--- src/rtl/txtinit_pkg.sv ---
package txtinit_pkg;

    localparam logic [15:0] END_MARK   = 16'hFFFF;
    localparam logic [15:0] MISC_PORT  = 16'h03C2;
    localparam logic [7:0]  MISC_VAL   = 8'h67;
    localparam logic [15:0] MASK_PORT  = 16'h03C6;
    localparam logic [7:0]  MASK_VAL   = 8'hFF;
    localparam logic [15:0] ATTR_PORT  = 16'h03C0;
    localparam logic [7:0]  VIDEO_FLAG = 8'h20;

    typedef struct packed {
        logic [15:0] port;
        logic [7:0]  idx;
        logic [7:0]  val;
    } reg_ent_t;

    typedef enum logic [2:0] {
        ST_IDLE,
        ST_TBL_IDX,
        ST_TBL_VAL,
        ST_MISC,
        ST_MASK,
        ST_ATR_IDX,
        ST_ATR_VAL,
        ST_DONE
    } seq_st_t;

endpackage

--- src/rtl/txtinit_rom.sv ---
module txtinit_rom
    import txtinit_pkg::*;
#(
    parameter int AW = 6
) (
    input  logic [AW-1:0] addr,
    output reg_ent_t      ent
);
    localparam int SEQ_BASE = 0;
    localparam int CRT_BASE = 4;
    localparam int GFX_BASE = 28;
    localparam int TBL_LEN  = 37;

    logic [7:0] val;

    // Register values, one per table slot; slots past the end read zero.
    always_comb begin
        case (int'(addr))
            0:  val = 8'h00;  1:  val = 8'h03;  2:  val = 8'h00;  3:  val = 8'h02;
            4:  val = 8'h5F;  5:  val = 8'h4F;  6:  val = 8'h50;  7:  val = 8'h82;
            8:  val = 8'h55;  9:  val = 8'h81;  10: val = 8'hBF;  11: val = 8'h1F;
            12: val = 8'h00;  13: val = 8'h4F;  14: val = 8'h0D;  15: val = 8'h0E;
            16: val = 8'h00;  17: val = 8'h00;  18: val = 8'h00;  19: val = 8'h00;
            20: val = 8'h9C;  21: val = 8'h8E;  22: val = 8'h8F;  23: val = 8'h28;
            24: val = 8'h1F;  25: val = 8'h96;  26: val = 8'hB9;  27: val = 8'hA3;
            33: val = 8'h10;  34: val = 8'h0E;  36: val = 8'hFF;
            default: val = 8'h00;
        endcase
    end

    // Port and index follow from the slot's group.
    always_comb begin
        int a;
        a = int'(addr);
        if (a < CRT_BASE) begin
            ent = '{port: 16'h03C4, idx: 8'(a - SEQ_BASE + 1), val: val};
        end else if (a < GFX_BASE) begin
            ent = '{port: 16'h03D4, idx: 8'(a - CRT_BASE), val: val};
        end else if (a < TBL_LEN) begin
            ent = '{port: 16'h03CE, idx: 8'(a - GFX_BASE), val: val};
        end else begin
            ent = '{port: END_MARK, idx: 8'h00, val: 8'h00};
        end
    end
endmodule

--- src/rtl/txtinit_attr.sv ---
module txtinit_attr
    import txtinit_pkg::*;
#(
    parameter int CW        = 5,
    parameter int LAST_SLOT = 20
) (
    input  logic [CW-1:0] slot,
    output logic [7:0]    sel,
    output logic [7:0]    val
);
    always_comb begin
        sel = 8'(slot) & 8'h1F;
        if (int'(slot) == LAST_SLOT) begin
            sel = sel | VIDEO_FLAG;
        end
    end

    always_comb begin
        int s;
        s = int'(slot);
        if (s < 6) begin
            val = 8'(s);
        end else if (s == 6) begin
            val = 8'h14;
        end else if (s == 7) begin
            val = 8'h07;
        end else if (s < 16) begin
            val = 8'(8'h30 + s);
        end else begin
            case (s)
                16:      val = 8'h0C;
                18:      val = 8'h0F;
                19:      val = 8'h08;
                default: val = 8'h00;
            endcase
        end
    end
endmodule

--- src/rtl/txtinit_seq.sv ---
module txtinit_seq
    import txtinit_pkg::*;
#(
    parameter int TBL_AW   = 6,
    parameter int ATTR_CNT = 21
) (
    input  logic        clk,
    input  logic        rst,
    input  logic        start,
    output logic        io_wr,
    output logic [15:0] io_addr,
    output logic [7:0]  io_data,
    output logic        done
);
    localparam int ACW = $clog2(ATTR_CNT);
    localparam logic [ACW-1:0] ATTR_LAST = ACW'(ATTR_CNT - 1);

    seq_st_t         state, nxt;
    logic [TBL_AW-1:0] ptr;
    logic [ACW-1:0]    acnt;
    reg_ent_t          ent;
    logic              at_end;
    logic [7:0]        a_sel, a_val;

    txtinit_rom #(.AW(TBL_AW)) u_rom (
        .addr (ptr),
        .ent  (ent)
    );

    txtinit_attr #(.CW(ACW), .LAST_SLOT(ATTR_CNT - 1)) u_attr (
        .slot (acnt),
        .sel  (a_sel),
        .val  (a_val)
    );

    assign at_end = (ent.port == END_MARK);

    // Next-state decode
    always_comb begin
        nxt = state;
        unique case (state)
            ST_IDLE:    if (start) nxt = ST_TBL_IDX;
            ST_TBL_IDX: nxt = at_end ? ST_MISC : ST_TBL_VAL;
            ST_TBL_VAL: nxt = ST_TBL_IDX;
            ST_MISC:    nxt = ST_MASK;
            ST_MASK:    nxt = ST_ATR_IDX;
            ST_ATR_IDX: nxt = ST_ATR_VAL;
            ST_ATR_VAL: nxt = (acnt == ATTR_LAST) ? ST_DONE : ST_ATR_IDX;
            ST_DONE:    nxt = ST_IDLE;
            default:    nxt = ST_IDLE;
        endcase
    end

    // State register with table pointer and attribute slot counter
    always_ff @(posedge clk) begin
        if (rst) begin
            state <= ST_IDLE;
            ptr   <= '0;
            acnt  <= '0;
        end else begin
            state <= nxt;
            unique case (state)
                ST_IDLE:    begin ptr <= '0; acnt <= '0; end
                ST_TBL_VAL: ptr <= ptr + 1'b1;
                ST_MASK:    acnt <= '0;
                ST_ATR_VAL: if (acnt != ATTR_LAST) acnt <= acnt + 1'b1;
                ST_DONE:    begin ptr <= '0; acnt <= '0; end
                default:    ;
            endcase
        end
    end

    // Bus outputs
    always_comb begin
        io_wr   = 1'b0;
        io_addr = 16'h0000;
        io_data = 8'h00;
        done    = 1'b0;
        unique case (state)
            ST_IDLE: ;
            ST_TBL_IDX: begin
                if (!at_end) begin
                    io_wr   = 1'b1;
                    io_addr = ent.port;
                    io_data = ent.idx;
                end
            end
            ST_TBL_VAL: begin
                io_wr   = 1'b1;
                io_addr = ent.port + 16'h0001;
                io_data = ent.val;
            end
            ST_MISC: begin
                io_wr   = 1'b1;
                io_addr = MISC_PORT;
                io_data = MISC_VAL;
            end
            ST_MASK: begin
                io_wr   = 1'b1;
                io_addr = MASK_PORT;
                io_data = MASK_VAL;
            end
            ST_ATR_IDX: begin
                io_wr   = 1'b1;
                io_addr = ATTR_PORT;
                io_data = a_sel;
            end
            ST_ATR_VAL: begin
                io_wr   = 1'b1;
                io_addr = ATTR_PORT;
                io_data = a_val;
            end
            ST_DONE: done = 1'b1;
            default: ;
        endcase
    end
endmodule

--- config.mk ---
export PLATFORM = sky130hd
export DESIGN_NAME = txtinit_seq
export DESIGN_NICKNAME = d
export VERILOG_FILES = /design/src/rtl/txtinit_pkg.sv /design/src/rtl/txtinit_rom.sv /design/src/rtl/txtinit_attr.sv /design/src/rtl/txtinit_seq.sv
export SDC_FILE = /design/constraint.sdc
export NUM_CORES = 1
export LEC_CHECK = 0
export ABC_AREA = 1
export BUFFER_PORTS_ARGS = -buffer_cell sky130_fd_sc_hd__buf_2
export CORE_ASPECT_RATIO = 0.5
export CORE_MARGIN = 3
export CORE_UTILIZATION = 30
export DETAILED_ROUTE_END_ITERATION = 6
export PLACE_DENSITY = 0.5
export SETUP_SLACK_MARGIN = 0.05
export SLEW_MARGIN = 20
export SYNTH_ARGS = -nofsm -noshare
export SYNTH_HDL_FRONTEND = slang
export SYNTH_SLANG_ARGS = --single-unit
--- constraint.sdc ---
create_clock -name clk -period 2.4 [get_ports clk]
set_clock_uncertainty 0.2 [all_clocks]
set_input_delay 0.12 -clock clk [delete_from_list [all_inputs] [get_ports clk]]
set_output_delay 0.12 -clock clk [all_outputs]
set_load 0.01 [all_outputs]
==> results of run 1 <==
## cell type report
class | instances | area share
multi-input cells | 274 | 0.5765
inverters | 49 | 0.06936
flip-flops and latches | 22 | 0.1663
clock inverters | 1 | 0.01102
well taps | 92 | 0.04226
clock buffers | 3 | 0.02756
repair buffers | 45 | 0.1070
## where the power goes
part           internal [mW]  switching (mW)
registers              0.390          0.0238
logic                  0.158           0.270
clock network          0.332           0.147
total                  0.880           0.441
## logic make-up after synthesis
family	Yosys count	synth area share
adders and majority gates	17	0.09849
buffers and inverters	55	0.1078
AOI/OAI and AO/OA	48	0.1263
and+or+nand+nor	206	0.4577
xor gates and xnor gates	1	0.004056
other	1	0.001736
DFF	22	0.2039
## through the flow
step,instance area (um2),total power [mW],setup WS (ps),std cells
after floorplan,2163,0.6800,123.5,351
after global placement,2482,0.8224,79.28,479
after detailed placement,2482,0.8180,95.44,479
after CTS,2603,1.302,46.58,484
after global routing,2724,1.397,38.91,486
final,2724,1.320,125.4,486
## layout by cell type (no fill, tap or decap), types with 5 or more instances in the layout
| cell type | count |
|---|---|
| dfxtp_2 | 7 |
| a21oi_1 | 13 |
| nand3_1 | 45 |
| nand2_2 | 11 |
| nor2_4 | 5 |
| dfxtp_1 | 14 |
| buf_2 | 26 |
| o21ai_0 | 16 |
| ha_1 | 13 |
| nand2_1 | 91 |
| inv_2 | 6 |
| nor2_1 | 20 |
| nand4_1 | 16 |
| buf_4 | 16 |
| inv_1 | 40 |
| nand3_2 | 5 |
## worst max-delay path: cells and delay by family (launching register included)
family          cells  cell delay [ps]
compound gates      3              380
fa+ha+maj           2              380
buf+inv             5              380
flops               1              380
simple gates        2              170
## routing by layer
metal	part of all wire	wire (um)	vias to the layer above
li1	-	-	1243
met1	0.50	3291	1096
met2	0.46	3079	50
met3	0.033	219	4
met4	0.0060	40	0
met5	0	0	-
## cells in the mapped netlist (2+ instances only)
library cell,number,area share
dfxtp_1,22,0.20
o21ai_0,20,0.046
nor2_4,3,0.016
ha_1,17,0.098
o21ai_1,2,0.0046
inv_1,45,0.078
nor2_1,22,0.038
a21oi_1,15,0.035
nand4_1,16,0.046
nand3_2,4,0.019
o2111ai_1,2,0.0081
nand2_2,10,0.029
buf_6,2,0.010
buf_4,2,0.0070
nor2_2,4,0.012
inv_2,2,0.0035
nand2_1,93,0.16
a22oi_1,2,0.0070
nor3_1,5,0.012
nand3_1,46,0.11
## path summary, 6_finish.rpt
kind,slack [ps],cells past startpoint,start,end
max,130,12,ptr[3],io_addr[4]
min reg2reg,360,2,ptr[0],ptr[0]
min,40,3,rst,state[1]
max reg2reg,210,12,state[2],u_rom.val[7]
## sequential cells by signal, indices dropped and copies added (netlist names)
name / count
u_rom.val: 8
state: 3
ptr: 6
acnt: 5
## timing repair
action	in CTS	in global routing
setup endpoints to repair	17	27
cloned	0	0
hold endpoints to repair	1	0
buffers inserted	0	2
resized for setup	4	34
hold buffers	1	0
pin swaps	0	2
==> metrics, run 1 <==
final core occ=0.3987; Initial Util=0.3161; layout cells sized above 1=0.2640; Via density=4.924; gr busiest metal=met2; synth warn=0; Congestion Overflow GR=0; # fillers=750; final slew viol count=0; Slowest-stage cell, CP=dfxtp_4; I/O pin cnt=29; Hold Slack=41.95 ps; detailed router's first-iteration violation count=152; vias in the first global route=2,211; clk root buf=clkbuf_16; DP HPWL=5284 um; CORE AREA=0.006832 mm2; Final #Nets=approximately 420; Synth async-reset ratio=0; flops & latches, synth=22; critical path class=reg -> out; Post-synth top flop=dfxtp_1; Final setup violation count=0; Die Ht=66.00 um; clk buf depth=2; GRT Total Usage=0.1650; Post-synth EDFFs=0; setup TNS=0 ps; Clock Latency Late Sink=260 ps; met2 Use GR=0.2811; crit path cell chain=inv_2 -> ha_1 -> inv_1 -> o21ai_2 -> nand2_2 -> inv_4 -> ha_1 -> inv_1 -> nand2_1 -> a21boi_0 -> o21ai_0 -> buf_2; status=finished clean; Rows=21; largest net degree at the start of global routing=14; Storage cell area=between 400 and 500 um2; initial antenna violation count=0; unrepaired setup endpoints after global routing=yes; # Max-Cap Violations=0; diode count=0; crit end category=output port; worst min-delay path class=in -> reg; Final Hold Vio Count=0; area of the mapped netlist=0.002160 mm2; met1 Use GR=0.2280; crit-path max cell delay=approximately 380 ps; Unique masters post-synth=36; DRC viols=0; Static Leak=1.302 nW; fmax=between 0.4 and 0.5 GHz; final wirelength=approximately 6600 um; multi-input logic area=0.001570 mm2; Tmin final=2275 ps; RD Place Congestion=0.9212; post-route ant nets=0; Die Wd=126.0 um; Crit Path Max Fanout=6; fin crit share=0.9478; Seq/Total Area, Yosys=0.2039; global-route wire length before repair=11,210 um; endpoint arrival time on the critical path=about 2000 ps; H-tree levels=1; Syn Inst Count=350; DR WL/cell=13.64 um; Die ar.=0.008315 mm2; CP Launch Type=flip-flop; worst IR drop on VDD=196.2 uV; pwr/cell area=around 480 mW/mm2; Syn Area/Cell=6.170 um2; IO buf count=26; vias=2,393; drt first pass iters=4; CTS buffer count=3; met3 GRT Util=0.02339; CTS tree=done; Area growth syn-to-layout=26.13%; clock-pin slew on the worst setup and hold paths=60 ps; Req. time, crit path=2080 ps; TritonCTS Sinks=22
No activity file was read; power rests on OpenSTA's default activity.
==> inputs of run 2 (changes only) <==
- PLACE_DENSITY: 0.5 -> 0.48
- clock period: 2.4 -> 2.35 ns (I/O delays scaled with it)
==> run 2 against run 1 <==
Worst hold slack got worse by 7.5 ps. Global-route usage rose by 0.20 points. Critical path depth fell by 2. Die area did not move. Clock power rose by 1%. Power rose by 4.6%. First-iteration DRC count rose by 3.9%. Combinational power rose by 11%. Cell count rose by 2.3%. Final area rose by 6.7%. Core utilization rose by 2.7 points. Via count rose by 2.5%. Largest cell class unchanged. Largest power group unchanged.
==> metrics, run 2 (same netlist as run 1, synthesis figures left out) <==
CORE AREA=0.006832 mm2 (unchanged); setup TNS=0 ps (unchanged); # Max-Cap Violations=0 (unchanged); post-route ant nets=0 (unchanged); Clock Latency Late Sink=260 ps (about the same); diode count=0 (unchanged); fmax=0.4454 GHz; commonest non-fill, non-tap cells in the layout=88 x nand2_1, 44 x nand3_1, 37 x inv_1; max FFs per register=8 (unchanged); Congestion Overflow GR=0 (unchanged); Final setup violation count=0 (unchanged); Die ar.=0.008315 mm2 (unchanged); hold path start=rst; final wirelength=6886 um (+3.8%); Logic pwr share=0.342 (+0.018); fin crit share=0.9554; H-tree levels=1 (unchanged); Hold Path Cell Cnt=3 (unchanged); status=finished clean; vias=2,454 (+2.5%); internal power=0.9224 mW (+4.8%); DR WL/cell=13.86 um (+1.5%); clk buf depth=2 (unchanged); clock-pin slew on the worst setup and hold paths=60 ps (about the same); switch share=0.3323 (-0.001332); final core occ=0.4255 (+0.02674); NetSw=0.4591 mW (+4.2%); Die Ht=66.00 um (unchanged); # fillers=736 (-1.9%); detailed router's first-iteration violation count=158 (+3.9%); Rows=21 (unchanged); Final Hold Vio Count=0 (unchanged); endpoint arrival time on the critical path=1930 ps (-20 ps); RD Place Congestion=0.8975 (-2.6%); initial antenna violation count=0 (unchanged); pwr/cell area=475.3 mW/mm2 (-1.9%); DRC viols=0 (unchanged); CTS tree=done; DP HPWL=5455 um (+3.2%); startpoint of the worst-slack reg-to-reg timing path=ptr[1]; CTS buffer count=3 (unchanged); Area growth syn-to-layout=34.59%; critical path class=reg -> out; Req. time, crit path=2030 ps (-50 ps); Worst Reg-to-Reg Cells=14 (+2); unrepaired setup endpoints after global routing=yes; Via density=4.938 (+0.28%); TritonCTS Sinks=22 (unchanged); Reg power frac=0.306 (-0.008); I/O pin cnt=29 (unchanged); Initial Util=0.3161 (unchanged); IO buf count=26 (unchanged); reg-to-reg slack, setup=160 ps (-50 ps); Storage cell area=459.2 um2 (+1.4%); multi-input logic area=0.001667 mm2 (+6.1%); clk root buf=clkbuf_16; layout cells sized above 1=0.3160 (+0.05209); worst IR drop on VDD=270.0 uV (+38%); final slew viol count=0 (unchanged); Tmin final=2245 ps; vias in the first global route=2,314 (+4.7%); WHS Endpoint=state[1]; drt first pass iters=4 (unchanged); Final #Nets=426 (+2.7%); crit end category=output port; Static Leak=1.369 nW (+5.1%); CP Launch Type=flip-flop; largest net degree at the start of global routing=14 (unchanged); global-route wire length before repair=11,500 um (+2.5%); Reg2Reg Capture Point=u_rom.val[0]; Crit Path Max Fanout=5 (-1); Die Wd=126.0 um (unchanged); GRT Total Usage=0.1670 (+0.002036); Design Power=1.381 mW (+4.6%); worst min-delay path class=in -> reg; Clock power frac=0.351 (-0.011); commonest non-fill, non-tap cell in the layout=nand2_1
==> run 2: cell count changes in the layout (fill, tap and decap cells not counted), sizes merged <==
cell / previous run / this run
clkinv: 1 / 2
inv: 48 / 47
buf: 44 / 55
==> run 2: final cells by class <==
type,count,area share
clock inverter,1,0.01033
sequential,22,0.1580
inverter,49,0.06586
multi-input combinational,274,0.5734
timing repair buffer,56,0.1270
clock buffer,3,0.02583
tap,92,0.03960
==> run 2: worst max-delay path, stage by stage (launching register included) <==
cell     delay [ps]
dfxtp_4         360
buf_6           120
buf_4           130
inv_1           140
nand3_1         160
inv_1           240
nand3_1         160
nand3_2         120
a21oi_2          40
nand3_1          70
buf_2           130
==> run 2: how the worst max path moves through the flow <==
stage	from	endpoint	slack (ps)	cells past startpoint
final	ptr[2]	io_data[0]	100	10
after global routing	ptr[1]	u_rom.val[6]	30	14
after CTS	ptr[2]	io_addr[10]	40	11
after detailed placement	state[0]	u_rom.val[3]	-70	10
after global placement	state[0]	u_rom.val[3]	-6	10
after floorplan	ptr[0]	u_rom.val[0]	70	14
==> run 2: power groups by stage <==
stage | clock network, mW | registers, mW | logic [mW]
final | 0.485 | 0.423 | 0.473
after global routing | 0.514 | 0.427 | 0.526
after CTS | 0.498 | 0.424 | 0.423
after detailed placement | 0 | 0.430 | 0.415
after global placement | 0 | 0.430 | 0.419
after floorplan | 0 | 0.421 | 0.273
==> run 2: layer usage <==
| layer | vias up | share of wire | global-route usage |
|---|---|---|---|
| li1 | 1266 | - | - |
| met1 | 1134 | 0.51 | 0.2405 |
| met2 | 50 | 0.45 | 0.2765 |
| met3 | 4 | 0.036 | 0.01855 |
| met4 | 0 | 0.0048 | 0.02139 |
| met5 | - | 0 | 0 |
==> run 2: what timing repair did <==
action                                 4_1_cts  5_1_grt
endpoints found under the hold margin        1        0
setup buffers                                0        7
gates resized for setup                     13       57
setup endpoints to repair                   25       26
hold buffers                                 1        0
pin swaps                                    0       10
==> run 2: per-stage QoR <==
| step | cells | instance area (um2) | hold WS [ps] | setup WS [ps] |
|---|---|---|---|---|
| floorplan | 351 | 2163 | 110.1 | 73.49 |
| global placement | 486 | 2535 | 206.0 | -6.013 |
| detailed placement | 486 | 2535 | 228.4 | -69.26 |
| CTS | 491 | 2673 | 38.26 | 41.91 |
| global route | 497 | 2907 | 70.03 | 34.12 |
| finish | 497 | 2907 | 34.47 | 104.9 |
